==> src/rtl/flow_pkg.sv <==
package flow_pkg;
  // control -> datapath
  typedef struct packed {
    logic haltPend;
    logic resumePend;
    logic remoteGo;
  } ctlReq_t;

  // datapath -> control
  typedef struct packed {
    logic haltSent;
    logic resumeSent;
    logic gotHalt;
    logic gotResume;
    logic gotData;
  } dpEvt_t;
endpackage

==> src/rtl/flow_dp.sv <==
module flow_dp
  import flow_pkg::*;
#(
  parameter logic [7:0] HALT_CODE   = 8'h13,
  parameter logic [7:0] RESUME_CODE = 8'h11
) (
  input  logic       clk,
  input  logic       rst_n,
  input  ctlReq_t    req,
  output dpEvt_t     evt,
  input  logic       srcValid,
  input  logic [7:0] srcData,
  output logic       srcReady,
  output logic       txValid,
  output logic [7:0] txData,
  input  logic       txReady,
  input  logic       rxStrobe,
  input  logic [7:0] rxByte,
  output logic       fwdValid,
  output logic [7:0] fwdData
);
  logic loadSlot;
  logic rxIsHalt;
  logic rxIsResume;

  always_comb begin
    loadSlot       = !txValid || txReady;
    rxIsHalt       = rxStrobe && (rxByte == HALT_CODE);
    rxIsResume     = rxStrobe && (rxByte == RESUME_CODE);
    srcReady       = loadSlot && !req.haltPend && !req.resumePend && req.remoteGo;
    evt.haltSent   = loadSlot && req.haltPend;
    evt.resumeSent = loadSlot && !req.haltPend && req.resumePend;
    evt.gotHalt    = rxIsHalt;
    evt.gotResume  = rxIsResume;
    evt.gotData    = rxStrobe && !rxIsHalt && !rxIsResume;
  end

  // transmit slot: injected codes first, then producer bytes
  always_ff @(posedge clk) begin
    if (!rst_n) begin
      txValid <= 1'b0;
      txData  <= '0;
    end else if (loadSlot) begin
      if (req.haltPend) begin
        txValid <= 1'b1;
        txData  <= HALT_CODE;
      end else if (req.resumePend) begin
        txValid <= 1'b1;
        txData  <= RESUME_CODE;
      end else if (srcValid && req.remoteGo) begin
        txValid <= 1'b1;
        txData  <= srcData;
      end else begin
        txValid <= 1'b0;
      end
    end
  end

  // receive filter: control codes are consumed
  always_ff @(posedge clk) begin
    if (!rst_n) begin
      fwdValid <= 1'b0;
      fwdData  <= '0;
    end else begin
      fwdValid <= evt.gotData;
      if (evt.gotData) fwdData <= rxByte;
    end
  end
endmodule

==> src/rtl/flow_ctl.sv <==
module flow_ctl
  import flow_pkg::*;
#(
  parameter int LVL_W       = 5,
  parameter int HI_MARK     = 12,
  parameter int LO_MARK     = 4,
  parameter int IDLE_CYCLES = 200,
  parameter int RETRY_BYTES = 4
) (
  input  logic             clk,
  input  logic             rst_n,
  input  logic [LVL_W-1:0] bufLevel,
  input  dpEvt_t           evt,
  output ctlReq_t          req
);
  localparam int IDLE_W  = $clog2(IDLE_CYCLES + 1);
  localparam int RETRY_W = $clog2(RETRY_BYTES + 1);
  localparam logic [LVL_W-1:0]   HI_LVL    = LVL_W'(HI_MARK);
  localparam logic [LVL_W-1:0]   LO_LVL    = LVL_W'(LO_MARK);
  localparam logic [IDLE_W-1:0]  IDLE_LAST = IDLE_W'(IDLE_CYCLES - 1);
  localparam logic [RETRY_W-1:0] RETRY_LAST = RETRY_W'(RETRY_BYTES - 1);

  logic localHalted;
  logic pendHalt;
  logic pendResume;
  logic remoteGo;
  logic [IDLE_W-1:0]  idleCnt;
  logic [RETRY_W-1:0] retryCnt;

  logic anyRx;
  logic highEvt, lowEvt, idleFire, retryFire, haltEvt, resumeEvt;

  always_comb begin
    anyRx     = evt.gotHalt || evt.gotResume || evt.gotData;
    highEvt   = !localHalted && (bufLevel >= HI_LVL);
    lowEvt    = localHalted && (bufLevel < LO_LVL);
    idleFire  = !localHalted && !pendResume && !anyRx && (idleCnt == IDLE_LAST);
    retryFire = localHalted && !pendHalt && evt.gotData && (retryCnt == RETRY_LAST);
    haltEvt   = highEvt || retryFire;
    resumeEvt = lowEvt || idleFire;
    req.haltPend   = pendHalt;
    req.resumePend = pendResume;
    req.remoteGo   = remoteGo;
  end

  always_ff @(posedge clk) begin
    if (!rst_n) begin
      localHalted <= 1'b0;
      pendHalt    <= 1'b0;
      pendResume  <= 1'b1;   // announce readiness after reset
      remoteGo    <= 1'b1;
      idleCnt     <= '0;
      retryCnt    <= '0;
    end else begin
      if (highEvt)     localHalted <= 1'b1;
      else if (lowEvt) localHalted <= 1'b0;

      pendHalt   <= haltEvt || (pendHalt && !evt.haltSent && !resumeEvt);
      pendResume <= resumeEvt || (pendResume && !evt.resumeSent && !haltEvt);

      if (evt.gotHalt)        remoteGo <= 1'b0;
      else if (evt.gotResume) remoteGo <= 1'b1;

      if (localHalted || pendResume || anyRx || idleFire) idleCnt <= '0;
      else idleCnt <= idleCnt + 1'b1;

      if (!localHalted || pendHalt || retryFire) retryCnt <= '0;
      else if (evt.gotData) retryCnt <= retryCnt + 1'b1;
    end
  end
endmodule

==> src/rtl/sw_flow_gate.sv <==
module sw_flow_gate
  import flow_pkg::*;
#(
  parameter int         LVL_W       = 5,
  parameter int         HI_MARK     = 12,
  parameter int         LO_MARK     = 4,
  parameter int         IDLE_CYCLES = 200,
  parameter int         RETRY_BYTES = 4,
  parameter logic [7:0] HALT_CODE   = 8'h13,
  parameter logic [7:0] RESUME_CODE = 8'h11
) (
  input  logic             clk,
  input  logic             rst_n,
  input  logic             srcValid,
  input  logic [7:0]       srcData,
  output logic             srcReady,
  output logic             txValid,
  output logic [7:0]       txData,
  input  logic             txReady,
  input  logic             rxStrobe,
  input  logic [7:0]       rxByte,
  output logic             fwdValid,
  output logic [7:0]       fwdData,
  input  logic [LVL_W-1:0] bufLevel
);
  ctlReq_t req;
  dpEvt_t  evt;

  flow_ctl #(
    .LVL_W(LVL_W), .HI_MARK(HI_MARK), .LO_MARK(LO_MARK),
    .IDLE_CYCLES(IDLE_CYCLES), .RETRY_BYTES(RETRY_BYTES)
  ) i_ctl (
    .clk(clk), .rst_n(rst_n), .bufLevel(bufLevel), .evt(evt), .req(req)
  );

  flow_dp #(
    .HALT_CODE(HALT_CODE), .RESUME_CODE(RESUME_CODE)
  ) i_dp (
    .clk(clk), .rst_n(rst_n), .req(req), .evt(evt),
    .srcValid(srcValid), .srcData(srcData), .srcReady(srcReady),
    .txValid(txValid), .txData(txData), .txReady(txReady),
    .rxStrobe(rxStrobe), .rxByte(rxByte),
    .fwdValid(fwdValid), .fwdData(fwdData)
  );
endmodule

==> config.mk <==
export PLATFORM = sky130hd
export DESIGN_NAME = sw_flow_gate
export DESIGN_NICKNAME = d
export VERILOG_FILES = /design/src/rtl/flow_pkg.sv /design/src/rtl/flow_dp.sv /design/src/rtl/flow_ctl.sv /design/src/rtl/sw_flow_gate.sv
export SDC_FILE = /design/constraint.sdc
export NUM_CORES = 1
export LEC_CHECK = 0
export BUFFER_PORTS_ARGS = -buffer_cell sky130_fd_sc_hd__buf_4
export CORE_MARGIN = 2
export CORE_UTILIZATION = 44
export DETAILED_ROUTE_END_ITERATION = 10
export GPL_ROUTABILITY_DRIVEN = 0
export PLACE_DENSITY = 0.73
export SETUP_SLACK_MARGIN = 0.05
export SKIP_CTS_REPAIR_TIMING = 1
export SLEW_MARGIN = 20
export SYNTH_ARGS = -nofsm -noshare
export SYNTH_HDL_FRONTEND = slang
export SYNTH_SLANG_ARGS = --single-unit
==> constraint.sdc <==
create_clock -name clk -period 1.4 [get_ports clk]
set_clock_uncertainty 0.15 [all_clocks]
set_input_delay 0.28 -clock clk [delete_from_list [all_inputs] [get_ports clk]]
set_output_delay 0.28 -clock clk [all_outputs]
set_load 0.005 [all_outputs]
==> results.yml, run 1 <==
run_status:
  status: "finished, violations left"
  violations: "negative setup slack"
logic_synthesis:
  ys_ff_latch: 33
  synth_warnings: 0
  ys_types: 37
  syn-instance-count: 155
  seq_area_frac_synth_pct: 47.0
  syn_area_mm2: 0.00141
  synth_nets: 184
  syn_avg_cell_area_um2: 9.07
cells_and_area:
  drive_gt1_share_pct: 45.5
  utilization_pct: 68.3
  area_delta_synth_final_pct: 48.4
  layout_common_cells: "buf_4, dfxtp_1, nor2_1, nand2_1, nand3_1"
  diodes: 0
  fin_nets: 250
  layout_commonest_cell: "buf_4"
die:
  ioPinCount: 45
  fp.dieArea_mm2: 0.00366
  rows: 20
  core_area_mm2: 0.00305
  die_w_um: 60.5
  initial_core_util_pct: 46.0
  die_h_um: 60.5
timing:
  period_share_pct: 114
  max_freq_mhz: 627
  slew-limit-headroom_pct: 79.8
  drv_slew: 0
  setup_ws_ns: -0.194
  worst_pin_slew_ns: 0.300
  setup_viol: 2
  hold_violations: 0
  rsz0062_at_grt: "true"
  period_needed_ns: 1.59
power:
  power_density_mw_per_mm2: 893
  p_sw_mw: 0.491
  p_clk_share_pct: 25.8
  p_leak_nw: 0.890
  internal_power_mw: 1.37
  ir_drop_mv: 0.771
  switching_share_pct: 26.4
  p_comb_share_pct: 19.7
  pwr-share-seq_pct: 54.5
place:
  dpl_worst_slack_ns: -0.179
  dpl.hpwl_mm: 2.62
  numPortBuffers: 42
setup_path:
  cp_max_fo: 3
  crit_type: "flop to primary output"
  cp_data_required_time_ns: 0.97
  crit_path_start_kind: "flop"
  worst_setup_path_end_kind: "primary output"
  worstPathArrival_ns: 1.16
  reg2regPathDepth: 5
clocking:
  cts_tree: "built"
  numClockSinks: 33
  cts_made_buffers: 5
  cts.path.max_buffers: 2
  cts_root_buf: "clkbuf_4"
  cts.clk_slew.worst_paths_ns: 0.10
  clock_latency_ns: 0.35
  h-tree-depth: 2
hold_path:
  hold_depth: 2
  hp-class: "input pin to flop"
route:
  vias: 1345
  avgViaCountPerCell: 5.09
  detail-route-antenna-nets: 0
  dr.pass1.iters: 4
  wl_per_cell_um: 13.5
  route.detailed.drc: 0
  drt_iter0_markers: 30
  wl_mm: 3.56
grt:
  grt_antenna_before_repair: 0
  grtUsageTotal_pct: 20.8
  grt_pass1_vias: 1279
  grt-ovfl-total: 0
  grt_max_degree: 18
  grt_pass1_wl_mm: 5.50
run:
  cap_violations: 0
## path summary, 6_finish.rpt
kind	startpoint	to	slack, ns
hold / removal	bufLevel[4]	i_ctl.localHalted	0.03
setup / recovery	i_ctl.pendResume	srcReady	-0.19
setup reg to reg	i_ctl.idleCnt[1]	i_ctl.pendHalt	-0.03
hold reg to reg	i_dp.fwdData[3]	i_dp.fwdData[3]	0.32
## critical path, cell delays in order, from the launching register on
cell and delay, ns:
dfxtp_2 0.36, nor2_4 0.10, buf_6 0.10, nand2_2 0.04, nor2_1 0.09, buf_4 0.12
## logic make-up after synthesis
group | synth area share (%)
fa+ha+maj | 3.38
flops | 47.0
mux | 2.14
xor+xnor | 3.74
compound gates | 16.1
simple gates | 23.7
buf+inv | 3.92
## layer usage
layer / GRT usage, % / part of all wire [%]
met5: 0 / 0
met2: 36.2 / 52
met4: 11.2 / 1.5
met1: 22.2 / 39
met3: 7.04 / 7.0
## metrics by stage
step / instances / setup TNS, ns / power, mW / area [um2] / hold slack [ns]
after detailed placement: 252 / -1.99 / 1.34 / 1920 / 0.310
after global routing: 264 / -0.488 / 1.94 / 2080 / 0.0391
after global placement: 252 / -1.22 / 1.33 / 1920 / 0.300
final: 264 / -0.221 / 1.86 / 2080 / 0.0279
after floorplan: 155 / -0.0475 / 1.17 / 1460 / 0.254
after CTS: 258 / -0.921 / 1.82 / 1960 / 0.0149
## synth_stat cells
library cell   n  share of area, %
nor4b_4        1               1.7
nor3_1         2              0.71
a31oi_2        1              0.89
a21boi_0       4               2.1
nand3b_1       3               1.6
nand4_1        2              0.89
o21ai_0        9               3.2
nor2_2         1              0.45
ha_1           3               2.7
a21oi_1        6               2.1
dfxtp_1       33                47
buf_2          2              0.71
or2_2          1              0.45
a32o_1         1              0.71
a21oi_2        1              0.62
nand3_1       14               5.0
nand2_1       14               3.7
a31o_1         1              0.62
nor4_1         1              0.45
and2_1         1              0.45
xor2_1         3               1.9
mux2i_1        3               2.1
clkbuf_1       4               1.1
a21boi_1       1              0.53
o21bai_1       1              0.53
nor2_1        16               4.3
nor2b_1        2              0.89
nand2b_1       6               2.7
maj3_1         1              0.71
o221a_2        2               1.6
o41ai_1        1              0.62
o21a_1         2               1.1
xnor2_1        3               1.9
buf_6          1              0.80
and3_1         1              0.45
o211a_1        2               1.4
inv_1          5               1.3
## power by group through the flow
stage / clock [mW] / sequential, mW / combinational, mW
global route: 0.518 / 1.02 / 0.402
CTS: 0.495 / 1.01 / 0.312
global placement: 0 / 1.03 / 0.297
detailed placement: 0 / 1.03 / 0.311
floorplan: 0 / 1.03 / 0.136
finish: 0.481 / 1.01 / 0.367
## flip-flops by register name, indices dropped and copies added (netlist names)
name               cells
i_ctl.idleCnt          8
i_dp.fwdData           8
i_dp.txData            8
i_ctl.retryCnt         3
i_ctl.localHalted      1
i_ctl.pendHalt         1
i_ctl.pendResume       1
i_ctl.remoteGo         1
i_dp.fwdValid          1
i_dp.txValid           1
## cell type report
class,count,area [um2]
Clock inverter,1,5.00
Timing Repair Buffer,66,510
Multi-Input combinational cell,110,788
Clock buffer,5,37.5
Sequential cell,33,669
Tap cell,44,55.1
Fill cell,249,968
Inverter,5,18.8
Note: power is estimated with default switching activity, not from simulation.
==> run 2, diff against run 1 <==
- BUFFER_PORTS_ARGS: -buffer_cell sky130_fd_sc_hd__buf_4 -> -buffer_cell sky130_fd_sc_hd__buf_2
==> run 2 against run 1 <==
Register-to-register slack is essentially flat. Setup slack gained 0.081 ns. Critical path depth is 1 lower. Worst hold slack improved by 0.0034 ns. Global-route usage is 1.1 points lower. Count of clock-buffer cells in the layout is 1 higher. The flow still finishes with violations (negative setup slack). Combinational power is 10% lower. Total power rose by 13%. Die area did not move. Final area down 1.8%.
==> results.yml, run 2 (synthesized netlist as in run 1, its figures left out) <==
route:
  dr.pass1.iters: 5
  avgViaCountPerCell: 5.01
  vias: 1337
  drt_iter0_markers: 55
  wl_mm: 3.38
  route.detailed.drc: 0
  detail-route-antenna-nets: 0
  wl_per_cell_um: 12.7
die:
  fp.dieArea_mm2: 0.00366
  ioPinCount: 45
  initial_core_util_pct: 46.0
  rows: 20
  core_area_mm2: 0.00305
  die_h_um: 60.5
  die_w_um: 60.5
run:
  cap_violations: 0
run_status:
  violations: "negative setup slack"
  status: "finished, violations left"
cells_and_area:
  reg.largest.list: "i_ctl.idleCnt: 8 flops, i_dp.fwdData: 8 flops, i_dp.txData: 8 flops"
  fin_nets: 251
  layout_commonest_cell: "buf_2"
  multi_input_area_um2: 790
  fillers: 249
  layout_common_cells: "buf_2, dfxtp_1, buf_4"
  area_delta_synth_final_pct: 45.7
  drive_gt1_share_pct: 43.5
  seqCellArea_um2: 668
  diodes: 0
setup_path:
  worstPathArrival_ns: 1.08
  cp_max_fo: 3
  worst_setup_path_end_kind: "primary output"
  startpoint: "i_ctl.pendHalt"
  rrSetupSlack_ns: -0.02
  reg2regPathDepth: 4
  r2r_end: "i_ctl.pendHalt"
  crit_path_start_kind: "flop"
  r2r_start: "i_ctl.localHalted"
  cp_data_required_time_ns: 0.97
  crit_type: "flop to primary output"
timing:
  worst_pin_slew_ns: 0.441
  max_freq_mhz: 661
  period_needed_ns: 1.51
  setup-tns-final_ns: -0.133
  slew-limit-headroom_pct: 70.2
  hold_violations: 0
  hold_slack_ns: 0.0313
  rsz0062_at_grt: "true"
  drv_slew: 0
  setup_ws_ns: -0.113
  setup_viol: 2
  period_share_pct: 108
grt:
  grt_pass1_wl_mm: 5.26
  grt_pass1_vias: 1282
  grt_max_degree: 29
  grt-ovfl-total: 0
  grt_antenna_before_repair: 0
  grtUsageTotal_pct: 19.7
clocking:
  numClockSinks: 33
  clock_latency_ns: 0.34
  cts_root_buf: "clkbuf_4"
  cts.path.max_buffers: 2
  cts.clk_slew.worst_paths_ns: 0.11
  h-tree-depth: 2
  cts_made_buffers: 5
  cts_tree: "built"
place:
  numPortBuffers: 42
  dpl.hpwl_mm: 2.46
power:
  power_density_mw_per_mm2: 1020
  ir_drop_mv: 0.743
  p_leak_nw: 0.895
hold_path:
  hold_depth: 3
  min_to: "i_dp.txData[3]"
  hp-class: "input pin to flop"
  hold_start: "srcData[3]"
## run 2: cell types whose count changed in the layout (fill, tap and decap cells not counted), moves of 2 or more
cell     change
buf_12       +2
dfxtp_1      +3
dfxtp_2      -4
nor2_1       -2
nor2_2       +2
buf_4       -40
buf_2       +42
buf_6        -3
ha_1         +2
ha_2         -2
## run 2: routing by layer
metal | wire [um] | GRT usage (%) | vias up | share of wire [%]
met5 | 0 | 0 | - | 0
met4 | 26 | 5.59 | 0 | 0.77
met3 | 208 | 9.59 | 5 | 6.1
met2 | 1710 | 33.1 | 35 | 50
met1 | 1440 | 22.4 | 624 | 43
li1 | - | - | 673 | -
## run 2: power by group
part           leakage, nW  total, mW  internal (mW)  switching (mW)
combinational        0.578      0.330          0.177           0.153
sequential           0.272       1.01          0.984          0.0269
clock               0.0445      0.754          0.424           0.330
total                0.895       2.10           1.59           0.510
## run 2: layout make-up
class | instances | share of cell area, %
sequential | 33 | 32.6
inverter | 5 | 0.917
clock inverter | 2 | 1.83
clock buffer | 6 | 2.51
timing repair buffer | 67 | 20.8
tap | 44 | 2.69
multi-input combinational | 110 | 38.6
## run 2: worst max path at each step
stage / to / slack [ns] / cells after the start
floorplan: i_ctl.pendHalt / -0.04 / 4
global placement: i_dp.fwdData[0] / -0.14 / 5
detailed placement: i_ctl.retryCnt[2] / -0.19 / 6
CTS: srcReady / -0.21 / 3
global route: srcReady / -0.18 / 4
finish: srcReady / -0.11 / 4
## run 2: stage by stage
| stage | cell area, um2 | power, mW | utilization, % | setup slack [ns] | std cells |
|---|---|---|---|---|---|
| final | 2050 | 2.10 | 67.0 | -0.113 | 267 |
| after global routing | 2050 | 2.19 | 67.0 | -0.178 | 267 |
| after CTS | 1930 | 2.06 | 63.1 | -0.208 | 262 |
| after detailed placement | 1840 | 1.31 | 60.2 | -0.191 | 254 |
| after global placement | 1840 | 1.29 | 60.2 | -0.137 | 254 |
| after floorplan | 1460 | 1.17 | - | -0.0417 | 155 |
## run 2: worst max-delay path: stages, from the launching register on
cell     delay (ns)
dfxtp_2        0.35
nor2_4         0.13
nand2_1        0.07
nor2_1         0.08
buf_2          0.12
